**config.mk**
```make
export PLATFORM = sky130hd
export DESIGN_NAME = tree_branch_select
export DESIGN_NICKNAME = d
export VERILOG_FILES = /design/src/rtl/tbs_pkg.sv /design/src/rtl/tbs_path_match.sv /design/src/rtl/tbs_slice.sv /design/src/rtl/tbs_or_merge.sv /design/src/rtl/tree_branch_select.sv
export SDC_FILE = /design/constraint.sdc
export NUM_CORES = 1
export LEC_CHECK = 0
export BUFFER_PORTS_ARGS = -buffer_cell sky130_fd_sc_hd__buf_2
export CAP_MARGIN = 0
export CORE_MARGIN = 3
export CORE_UTILIZATION = 41
export DETAILED_ROUTE_END_ITERATION = 10
export GPL_TIMING_DRIVEN = 0
export PLACE_DENSITY = 0.92
export SKIP_LAST_GASP = 1
export SYNTH_ARGS = -nofsm -noshare
export SYNTH_HDL_FRONTEND = slang
export SYNTH_SLANG_ARGS = --single-unit
```
**constraint.sdc**
```tcl
create_clock -name clk -period 5.6 [get_ports clk]
set_input_delay 1.4 -clock clk [delete_from_list [all_inputs] [get_ports clk]]
set_output_delay 1.4 -clock clk [all_outputs]
set_load 0.005 [all_outputs]
```
**src/rtl/tbs_pkg.sv**
```systemverilog
package tbs_pkg;
    localparam int TREE_LEVELS = 3;
    localparam int TREE_NODES  = (1 << TREE_LEVELS) - 1;
    localparam int TREE_LEAVES = 1 << TREE_LEVELS;
    localparam int LEAVES_PER_SLICE = 2;
    localparam int NUM_SLICES  = TREE_LEAVES / LEAVES_PER_SLICE;

    // node reached at a given level on the way to a leaf
    function automatic int node_on_path(input int leaf, input int level);
        int node;
        node = 0;
        for (int l = 0; l < level; l++) begin
            node = 2 * node + 1 + ((leaf >> (TREE_LEVELS - 1 - l)) & 1);
        end
        return node;
    endfunction
endpackage

```
**src/rtl/tbs_path_match.sv**
```systemverilog
module tbs_path_match
    import tbs_pkg::*;
#(
    parameter int CC_W  = 8,
    parameter int SEL_W = 3,
    parameter int LEAF  = 0
) (
    input  logic [CC_W-1:0]             cc,
    input  logic [TREE_NODES*SEL_W-1:0] tree_sel,
    output logic                        match
);
    logic [TREE_LEVELS-1:0] step_ok;

    // one AND term per level; the slice ORs the gated results
    for (genvar lv = 0; lv < TREE_LEVELS; lv++) begin : g_level
        localparam int NODE = node_on_path(LEAF, lv);
        localparam bit DIR  = ((LEAF >> (TREE_LEVELS - 1 - lv)) & 1) != 0;
        logic [SEL_W-1:0] bit_idx;
        assign bit_idx     = tree_sel[NODE*SEL_W +: SEL_W];
        assign step_ok[lv] = (cc[bit_idx] == DIR);
    end

    assign match = &step_ok;
endmodule

```
**src/rtl/tbs_slice.sv**
```systemverilog
module tbs_slice
    import tbs_pkg::*;
#(
    parameter int ADDR_W = 16,
    parameter int CC_W   = 8,
    parameter int SEL_W  = 3,
    parameter int SLICE  = 0
) (
    input  logic                                 clk,
    input  logic                                 rst_n,
    input  logic                                 cc_wr,
    input  logic [CC_W-1:0]                      cc_in,
    input  logic [TREE_NODES*SEL_W-1:0]          tree_sel,
    input  logic [LEAVES_PER_SLICE*ADDR_W-1:0]   pair_targets,
    input  logic [LEAVES_PER_SLICE-1:0]          pair_store,
    input  logic                                 irq,
    output logic [LEAVES_PER_SLICE-1:0]          leaf_hit,
    output logic [ADDR_W-1:0]                    slice_addr,
    output logic                                 slice_store
);
    typedef struct packed {
        logic [CC_W-1:0] cc;
    } slice_state_t;

    slice_state_t st_d, st_q;

    always_comb begin
        st_d = st_q;
        if (cc_wr) st_d.cc = cc_in;
    end

    always_ff @(posedge clk or negedge rst_n) begin
        if (!rst_n) st_q <= '0;
        else        st_q <= st_d;
    end

    for (genvar j = 0; j < LEAVES_PER_SLICE; j++) begin : g_leaf
        tbs_path_match #(
            .CC_W (CC_W),
            .SEL_W(SEL_W),
            .LEAF (SLICE * LEAVES_PER_SLICE + j)
        ) u_match (
            .cc      (st_q.cc),
            .tree_sel(tree_sel),
            .match   (leaf_hit[j])
        );
    end

    // zero unless a local leaf is taken, so an external OR merges slices
    always_comb begin
        slice_addr  = '0;
        slice_store = 1'b0;
        for (int j = 0; j < LEAVES_PER_SLICE; j++) begin
            if (leaf_hit[j] && !irq) begin
                slice_addr  = slice_addr | pair_targets[j*ADDR_W +: ADDR_W];
                slice_store = slice_store | pair_store[j];
            end
        end
    end

    // write loads, no write holds
    assert_cc_load_R1: assert property (@(posedge clk) disable iff (!rst_n)
        cc_wr |=> st_q.cc == $past(cc_in));
    assert_cc_hold_R1: assert property (@(posedge clk) disable iff (!rst_n)
        !cc_wr |=> $stable(st_q.cc));
    // quiet slice contributes nothing to the OR
    assert_quiet_slice_R4: assert property (@(posedge clk) disable iff (!rst_n)
        (irq || leaf_hit == '0) |-> (slice_addr == '0 && !slice_store));
endmodule

```
**src/rtl/tbs_or_merge.sv**
```systemverilog
module tbs_or_merge #(
    parameter int N = 4,
    parameter int W = 16
) (
    input  logic [N*W-1:0] parts,
    output logic [W-1:0]   merged
);
    always_comb begin
        merged = '0;
        for (int i = 0; i < N; i++) merged = merged | parts[i*W +: W];
    end
endmodule

```
**src/rtl/tree_branch_select.sv**
```systemverilog
module tree_branch_select
    import tbs_pkg::*;
#(
    parameter int          ADDR_W     = 16,
    parameter int          CC_W       = 8,
    parameter logic [15:0] IRQ_VECTOR = 16'hFF00
) (
    input  logic                                clk,
    input  logic                                rst_n,
    input  logic                                cc_wr,
    input  logic [CC_W-1:0]                     cc_in,
    input  logic [TREE_NODES*$clog2(CC_W)-1:0]  tree_sel,
    input  logic [TREE_LEAVES*ADDR_W-1:0]       targets,
    input  logic [TREE_LEAVES-1:0]              store_mask,
    input  logic                                irq,
    output logic [ADDR_W-1:0]                   next_addr,
    output logic                                store_hit
);
    localparam int SEL_W   = $clog2(CC_W);
    localparam int PAIR_W  = LEAVES_PER_SLICE * ADDR_W;
    localparam int SOURCES = NUM_SLICES + 1;

    logic [TREE_LEAVES-1:0]       leaf_hit;
    logic [SOURCES*ADDR_W-1:0]    addr_parts;
    logic [NUM_SLICES-1:0]        store_parts;

    for (genvar s = 0; s < NUM_SLICES; s++) begin : g_slice
        tbs_slice #(
            .ADDR_W(ADDR_W),
            .CC_W  (CC_W),
            .SEL_W (SEL_W),
            .SLICE (s)
        ) u_slice (
            .clk         (clk),
            .rst_n       (rst_n),
            .cc_wr       (cc_wr),
            .cc_in       (cc_in),
            .tree_sel    (tree_sel),
            .pair_targets(targets[s*PAIR_W +: PAIR_W]),
            .pair_store  (store_mask[s*LEAVES_PER_SLICE +: LEAVES_PER_SLICE]),
            .irq         (irq),
            .leaf_hit    (leaf_hit[s*LEAVES_PER_SLICE +: LEAVES_PER_SLICE]),
            .slice_addr  (addr_parts[s*ADDR_W +: ADDR_W]),
            .slice_store (store_parts[s])
        );
    end

    // interrupt source joins the same OR as the slices
    assign addr_parts[NUM_SLICES*ADDR_W +: ADDR_W] =
        irq ? IRQ_VECTOR[ADDR_W-1:0] : '0;

    tbs_or_merge #(.N(SOURCES), .W(ADDR_W)) u_addr_or (
        .parts (addr_parts),
        .merged(next_addr)
    );

    tbs_or_merge #(.N(NUM_SLICES), .W(1)) u_store_or (
        .parts (store_parts),
        .merged(store_hit)
    );

    // checking aid: target of whichever leaf is reported taken
    logic [ADDR_W-1:0] hit_target;
    always_comb begin
        hit_target = '0;
        for (int i = 0; i < TREE_LEAVES; i++)
            if (leaf_hit[i]) hit_target = targets[i*ADDR_W +: ADDR_W];
    end

    assert_one_leaf_R5: assert property (@(posedge clk) disable iff (!rst_n)
        $countones(leaf_hit) == 1);
    assert_addr_follows_leaf_R4: assert property (@(posedge clk) disable iff (!rst_n)
        !irq |-> next_addr == hit_target);
    assert_store_flag_R6: assert property (@(posedge clk) disable iff (!rst_n)
        !irq |-> store_hit == |(leaf_hit & store_mask));
    assert_irq_vector_R7: assert property (@(posedge clk) disable iff (!rst_n)
        irq |-> (next_addr == IRQ_VECTOR[ADDR_W-1:0] && !store_hit));
endmodule

```
Word-level counts from Yosys, hierarchy flattened
Cells that the tools add are included.

operators by class
  order comparisons = 7
  muxes and demuxes = 31
  bitwise logic cells = 22
  reduce and logical (&&, ||, !) cells = 17

operators with widths
  operator                                                                      number
  16-bit 2-to-1 mux                                                             9
  16-bit bitwise OR                                                             8
  3-bit by 4-bit less-than comparator with 1-bit output, second input constant  7
  3-bit AND reduction                                                           8
  1-bit binary-select mux with 3-bit select                                     7
  1-bit 2-to-1 mux                                                              15
  1-bit logical AND                                                             8
  1-bit NOT                                                                     7
  1-bit bitwise OR                                                              7
  1-bit zero test                                                               1

storage, ports and cells
  flip-flop bits (word level) = 8
  bits of input ports = 169
  output and inout bits = 17
  word-level logic and storage cells = 78

Depth between registers and ports, before layout
Gate-level depths: netlist (run 1).

  depth in word-level cells = 12
  depth in mapped cells = 9
  gate-level depth less buffers = 6

By module
Synthesis (run 1) repeated with hierarchy kept, for this count alone.

unflattened totals
  cell total of the unflattened synthesis = 372
  area total of the unflattened synthesis = 4154.0 µm²

modules (own cells, without submodules)
  module                                                     instances  cells an instance  area each (µm²)  seq. area each (µm²)
  tbs_slice                                                  4          57                 611.8            200.2
  tbs_path_match (g_slice[0].u_slice.g_leaf[1].u_match ...)  3          10                 185.2            0.0
  tbs_path_match (g_slice[1].u_slice.g_leaf[1].u_match ...)  2          10                 180.2            0.0
  tbs_or_merge (u_addr_or)                                   1          48                 200.2            0.0
  tbs_path_match (g_slice[3].u_slice.g_leaf[0].u_match)      1          18                 200.2            0.0
  tbs_path_match (g_slice[0].u_slice.g_leaf[0].u_match)      1          10                 193.9            0.0
  tbs_path_match (g_slice[3].u_slice.g_leaf[1].u_match)      1          16                 185.2            0.0
  tbs_or_merge (u_store_or)                                  1          1                  7.5              0.0
  tree_branch_select                                         1          1                  3.8              0.0

Worst setup path after synthesis (run 1)
OpenSTA, ideal clock, no wires.

  path type = input port to output port
  start point = input port tree_sel[13]
  end point = output port next_addr[5]
  data arrival time = 3.086 ns
  data required time = 4.200 ns
  setup slack = 1.114 ns
  stages on the path = 7
  path buffers = 1
  cell sequence = mux4_1 mux2i_4 buf_8 mux2_2 nor2_1 a21oi_1 a22o_1

between the ends
  cells in the longest elaborated chain, start to end = 12
  elaborated cells on any way between the ends = 14
  classes of those cells = mux (4); bitwise (6); reduce/logical (4)

RTL lines
  element                                        line                      text
  start, declared                                tree_branch_select.sv:12  input logic [TREE_NODES*$clog2(CC_W)-1:0] tree_sel,
  1-bit binary-select mux with 3-bit select (*)  tbs_path_match.sv:20      assign step_ok[lv] = (cc[bit_idx] == DIR);
  1-bit 2-to-1 mux (not written as such) (*)     tbs_path_match.sv:20
  1-bit NOT                                      tbs_path_match.sv:20
  3-bit AND reduction                            tbs_path_match.sv:23      assign match = &step_ok;
  1-bit logical AND                              tbs_slice.sv:54           if (leaf_hit[j] && !irq) begin
  16-bit 2-to-1 mux                              tbs_slice.sv:54
  16-bit bitwise OR                              tbs_slice.sv:55           slice_addr = slice_addr | pair_targets[j*ADDR_W +: ADDR_W];
  16-bit 2-to-1 mux (*)                          tbs_slice.sv:54
  16-bit bitwise OR (*) (4 in series)            tbs_or_merge.sv:10        for (int i = 0; i < N; i++) merged = merged | parts[i*W +: W];
  end, declared                                  tree_branch_select.sv:16  output logic [ADDR_W-1:0] next_addr,

Mark *: on every way between the ends. The rest lies on a longest branch, timed or not. The select of a mux whose other input is x is not followed.

Worst setup path after layout (run 1)
  start point = input port tree_sel[13]
  end point = output port next_addr[6]

The elaborated chain is that of the path after synthesis.

==> run metrics, run 1 <==
run status=completed; grt total ovfl=0; Worst VDD drop=118 µV; Initial Util=0.445; CTS resizes=0; sequential area share after synthesis=0.0986; share of flip-flops with an asynchronous set or reset=1.00; synthesized flop and latch total=8; Final Wtd Congestion=0.779; IO Port Bufs=181; max-cap violations=0; worst min path class=reg -> reg; number of global-route vias before repair=2594; Warnings, synthesis=0; via count=2525; Unique masters post-synth=28; Mapped Nets=388; vias per std cell=5.38; post-synth top area share=0.222; Final Max Tran Viols=0; CTS max path bufs=2; period utilization=0.881; P per Cell Area=174 nW/µm²; final hold vios=0; Largest register FFs=8; total power=534 µW; DIE WIDTH=76.4 µm; Setup CP Type=in -> out; Peak Freq=203 MHz; P_leak=1.58 nW; gr usage total=0.260; setup_tns=0 ps; area leader, netlist=mux2i_1; DRC viols=0; worst clock skew=0 ps; post-detail-place hpwl=6800 µm; Crit path arrival time=3530 ps; clock buffer count from CTS=3; Root Driver=clkbuf_8; RSZ-0062 raised after global routing=no; Worst-path clk slew=40 ps; register bank with the most flops=g_slice.u_slice.st_q; Core Area=4560 µm²; post-CTS setup buffers=0; Die H=76.4 µm; Worst Setup Start Kind=primary input; CTS tree=yes; Post-Synthesis Cells=219; synthesized area=2030 µm²; most common cell in the synthesized netlist=mux2i_1; clk_lat worst skew=220 ps; Required @ worst endpoint=4200 ps; starting DRC count in detailed routing=88; Antenna Nets Post-Route=0; Fin Hold WS=686 ps; largest net degree at the start of global routing=11; fin crit period=4930 ps; Max-slew headroom=0.486; final std cells w/o fill=469; first-pass detailed-route iteration total=4; CP Max Fanout=10; initial antenna violation count=2; total wire length=8070 µm; setup violators final=0; Util after Layout=0.671; Top Registers=g_slice.u_slice.st_q (8); Die ar.=5830 µm²; Critical Path Sink Type=output port; # rows=24; post-DR wirelength/cell=17.2 µm; first-pass GRT wire length=12500 µm; clock sink count=8; Synth area leaders=mux2i_1, mux2_2, dfrtp_1; share of cells above drive strength 1=0.598; Tightest Pin Transition=765 ps; # placed instances=465; ys flop type=dfrtp_1; number of synthesized flops with an enable pin=0; Avg Synthesized Cell Area=9.27 µm²; H-tree depth=1; cts hold-fix bufs=0; Synth top cells by count=mux2i_1, mux2_2, a21oi_1; Area Growth Syn to Fin=50.8%; Total Nets Final=574; io pins=186
[logic make-up (layout without fill, tap and decap cells)]
logic type             after synthesis  count (layout)  synth area share
muxes                               94              94             0.575
AOI/OAI and AO/OA                   64              64             0.193
and+or+nand+nor                     36              36            0.0782
buffers and inverters               17             201            0.0554
DFF                                  8               8            0.0986
other                                0               1                 0
[metal layers]
layer	wire, µm	part of all wire	vias to the layer above	global-route usage
li1	-	-	1233	-
met1	2950	0.37	1142	0.276
met2	4360	0.54	137	0.518
met3	568	0.070	13	0.0437
met4	192	0.024	0	0.0743
met5	0	0	-	0
[final timing paths]
check	startpoint	end	slack (ps)	cells after the start
max in group asynchronous	rst_n	g_slice[0].u_slice.st_q[3]$_DFFE_PN0P_	4420	1
worst min register to register	g_slice[0].u_slice.st_q[5]$_DFFE_PN0P_	g_slice[0].u_slice.st_q[5]$_DFFE_PN0P_	690	1
worst max-delay path	tree_sel[13]	next_addr[6]	670	9
worst min-delay path	g_slice[0].u_slice.st_q[5]$_DFFE_PN0P_	g_slice[0].u_slice.st_q[5]$_DFFE_PN0P_	690	1
worst max register to register	g_slice[0].u_slice.st_q[6]$_DFFE_PN0P_	g_slice[0].u_slice.st_q[6]$_DFFE_PN0P_	4720	1
min in group asynchronous	rst_n	g_slice[0].u_slice.st_q[7]$_DFFE_PN0P_	1010	1
[layout make-up]
cell class | count | area, µm²
Multi-Input combinational cell | 194 | 1720
Fill cell | 375 | 1500
Tap cell | 65 | 81.3
Antenna cell | 1 | 2.50
Buffer | 17 | 113
Clock buffer | 3 | 41.3
Sequential cell | 8 | 200
Timing Repair Buffer | 181 | 906
[cells in the final DEF, fill, tap and decap left out, types with 2 or more instances in the layout]
cell,n
buf_2,186
mux2i_1,45
mux2_2,34
a21oi_1,23
nor2_1,18
o21ai_0,15
a211oi_1,14
nand2_1,11
a22o_1,9
mux4_2,8
dfrtp_1,8
clkbuf_1,6
mux4_1,3
clkbuf_8,3
mux2i_4,2
buf_4,2
mux2_4,2
o21ai_1,2
nand3b_1,2
[report_power, final]
part	leakage, nW	internal [mW]	switching [mW]
Sequential	0.0935	0.0639	0.0127
Clock	0.0216	0.0463	0.0198
Combinational	1.46	0.207	0.184
[per-stage QoR]
step / cell area (µm²) / worst slack [ps]
after detailed placement: 3020 / 682
final: 3060 / 668
after global placement: 3020 / 735
after global routing: 3060 / 558
after floorplan: 2030 / 1110
after CTS: 3060 / 680
[critical path, stage by stage]
cell and delay [ps]:
buf_2 120, mux4_1 590, mux2i_4 340, buf_8 210
mux2_2 360, nor2_1 120, a21oi_1 60, a22o_1 190
buf_2 130
Note: power is estimated with default switching activity, not from simulation.
==> run 2, diff against run 1 <==
Settings changed: RECOVER_POWER set to 100.
==> run 2 against run 1 <==
Compared with the run above: core utilization decreased by 0.36 points; sequential share of layout area barely moved; clock power is essentially flat; sequential cell count is the same; largest cell class unchanged; final area decreased by 0.53%; die area stayed put; critical path depth did not move; final cell count up 0.21%; sequential power about the same; largest power group unchanged.
==> run metrics, run 2 (synthesis results as in run 1) <==
Crit path arrival time=3580 ps (was 3530 ps); Max-slew headroom=0.481 (was 0.486); H-tree depth=1 (unchanged); vias per std cell=5.41 (was 5.38); hold path cells=1 (unchanged); share of cells above drive strength 1=0.558 (was 0.598); Worst VDD drop=118 µV (about the same); Tightest Pin Transition=772 ps (was 765 ps); Worst path max stage delay=600 ps (was 590 ps); period utilization=0.890 (was 0.881); gr usage total=0.260 (unchanged); number of global-route vias before repair=2594 (unchanged); largest net degree at the start of global routing=11 (unchanged); worst r2r path cells=1 (unchanged); CP delay by family, top=buffers and inverters (was multiplexers); Buf/Inv on CP=3 (unchanged); register bank with the most flops=g_slice.u_slice.st_q (unchanged); setup violators final=0 (unchanged); slowest stage cell on the critical path=clkbuf_1 (was mux4_1); Total Nets Final=574 (unchanged); P per Cell Area=174 nW/µm² (about the same); cts hold-fix bufs=0 (unchanged); Util after Layout=0.667 (was 0.671); DRC viols=0 (unchanged); CTS max path bufs=2 (unchanged); met3 Use GR=0.0437 (unchanged); io pins=186 (unchanged); CP Max Fanout=10 (unchanged); final hold vios=0 (unchanged); r2r startpoint=g_slice[0].u_slice.st_q[6]$_DFFE_PN0P_ (unchanged); M2 GR Usage=0.518 (unchanged); DIE WIDTH=76.4 µm (unchanged); max-cap violations=0 (unchanged); Final Wtd Congestion=0.779 (unchanged); initial antenna violation count=2 (unchanged); run status=completed (unchanged); fin area=3050 µm² (was 3060 µm²); Placement Cell Area=3020 µm² (unchanged); clk_lat worst skew=220 ps (about the same); first-pass GRT wire length=12500 µm (unchanged); grt met1 use=0.276 (unchanged); worst clock skew=0 ps (unchanged); Antenna Nets Post-Route=0 (unchanged); post-CTS setup buffers=0 (unchanged); worst min path class=reg -> reg (unchanged); P_leak=1.53 nW (was 1.58 nW); register area=200 µm² (unchanged); Fin Hold WS=682 ps (was 686 ps); clock buffer count from CTS=3 (unchanged); Initial Util=0.445 (unchanged); post-DR wirelength/cell=17.2 µm (about the same); Setup CP Type=in -> out (unchanged); Peak Freq=201 MHz (was 203 MHz); Core Area=4560 µm² (unchanged); clock sink count=8 (unchanged); area of the multi-input gates=1720 µm² (unchanged); starting DRC count in detailed routing=99 (was 88); setup_tns=0 ps (unchanged); Critical Path Sink Type=output port (unchanged); Worst Setup Start Kind=primary input (unchanged); CTS resizes=0 (unchanged); hold_sp=g_slice[0].u_slice.st_q[5]$_DFFE_PN0P_ (unchanged); IO Port Bufs=181 (unchanged); via count=2543 (was 2525); Die H=76.4 µm (unchanged); RSZ-0062 raised after global routing=no (unchanged); Area Growth Syn to Fin=50.0% (was 50.8%); Die ar.=5830 µm² (unchanged); CTS tree=yes (unchanged); gr busiest metal=met2 (unchanged); first-pass detailed-route iteration total=4 (unchanged); commonest non-fill, non-tap cell in the layout=buf_2 (unchanged); Required @ worst endpoint=4200 ps (about the same); # rows=24 (unchanged); post-detail-place hpwl=6800 µm (unchanged); most frequent cells in the layout=buf_2, mux2i_1, mux2_2 (unchanged); Final Max Tran Viols=0 (unchanged); Crit. Startpoint=tree_sel[11] (was tree_sel[13]); Top Registers=g_slice.u_slice.st_q (8) (unchanged); CP cell instances=clkbuf_1 -> mux2i_1 -> nand3_1 -> nand4_2 -> clkbuf_1 -> mux2i_1 -> mux2_2 -> a22oi_1 -> buf_2 (was buf_2 -> mux4_1 -> mux2i_4 -> buf_8 -> mux2_2 -> nor2_1 -> a21oi_1 -> a22o_1 -> buf_2); fillcell total=385 (was 375); total wire length=8060 µm (was 8070 µm); grt total ovfl=0 (unchanged); Worst-path clk slew=40 ps (about the same); Largest register FFs=8 (unchanged); WP depth=9 (unchanged); fin crit period=4980 ps (was 4930 ps); Root Driver=clkbuf_8 (unchanged)
==> run 2: changes by cell type in the layout (fill, tap and decap cells not counted) <==
cell	change
clkbuf_1	+15
clkbuf_2	+1
mux2_1	+1
diode_2	+1
buf_2	-16
mux2_2	-1
==> run 2: final cells by class <==
| type | instances | share of cell area |
|---|---|---|
| Buffer | 17 | 0.0366 |
| Sequential cell | 8 | 0.0657 |
| Timing Repair Buffer | 181 | 0.292 |
| Antenna cell | 2 | 0.00164 |
| Clock buffer | 3 | 0.0136 |
| Tap cell | 65 | 0.0267 |
| Multi-Input combinational cell | 194 | 0.564 |
==> run 2: routing by layer <==
| metal | vias to the layer above | routed length (µm) |
|---|---|---|
| met5 | - | 0 |
| met4 | 0 | 189 |
| met3 | 13 | 597 |
| met2 | 145 | 4380 |
| met1 | 1151 | 2900 |
| li1 | 1234 | - |
==> run 2: stage by stage <==
| step | worst slack, ps | power, mW | cells |
|---|---|---|---|
| floorplan | 1110 | 0.327 | 219 |
| global placement | 735 | 0.456 | 465 |
| detailed placement | 682 | 0.467 | 465 |
| CTS | 680 | 0.536 | 468 |
| global route | 362 | 0.572 | 469 |
| finish | 618 | 0.530 | 470 |
==> run 2: power by group <==
part / internal (mW) / total, mW / switching [mW] / leakage, nW
sequential: 0.0639 / 0.0767 / 0.0128 / 0.0935
clock: 0.0463 / 0.0661 / 0.0198 / 0.0216
combinational: 0.202 / 0.387 / 0.185 / 1.42
==> run 2: path summary, 6_finish.rpt <==
path | endpoint | slack (ps)
min in group asynchronous | g_slice[0].u_slice.st_q[7]$_DFFE_PN0P_ | 1080
max in group asynchronous | g_slice[0].u_slice.st_q[3]$_DFFE_PN0P_ | 4220
setup reg to reg | g_slice[0].u_slice.st_q[6]$_DFFE_PN0P_ | 4720
setup / recovery | next_addr[11] | 620
hold / removal | g_slice[0].u_slice.st_q[5]$_DFFE_PN0P_ | 680
hold reg to reg | g_slice[0].u_slice.st_q[5]$_DFFE_PN0P_ | 680
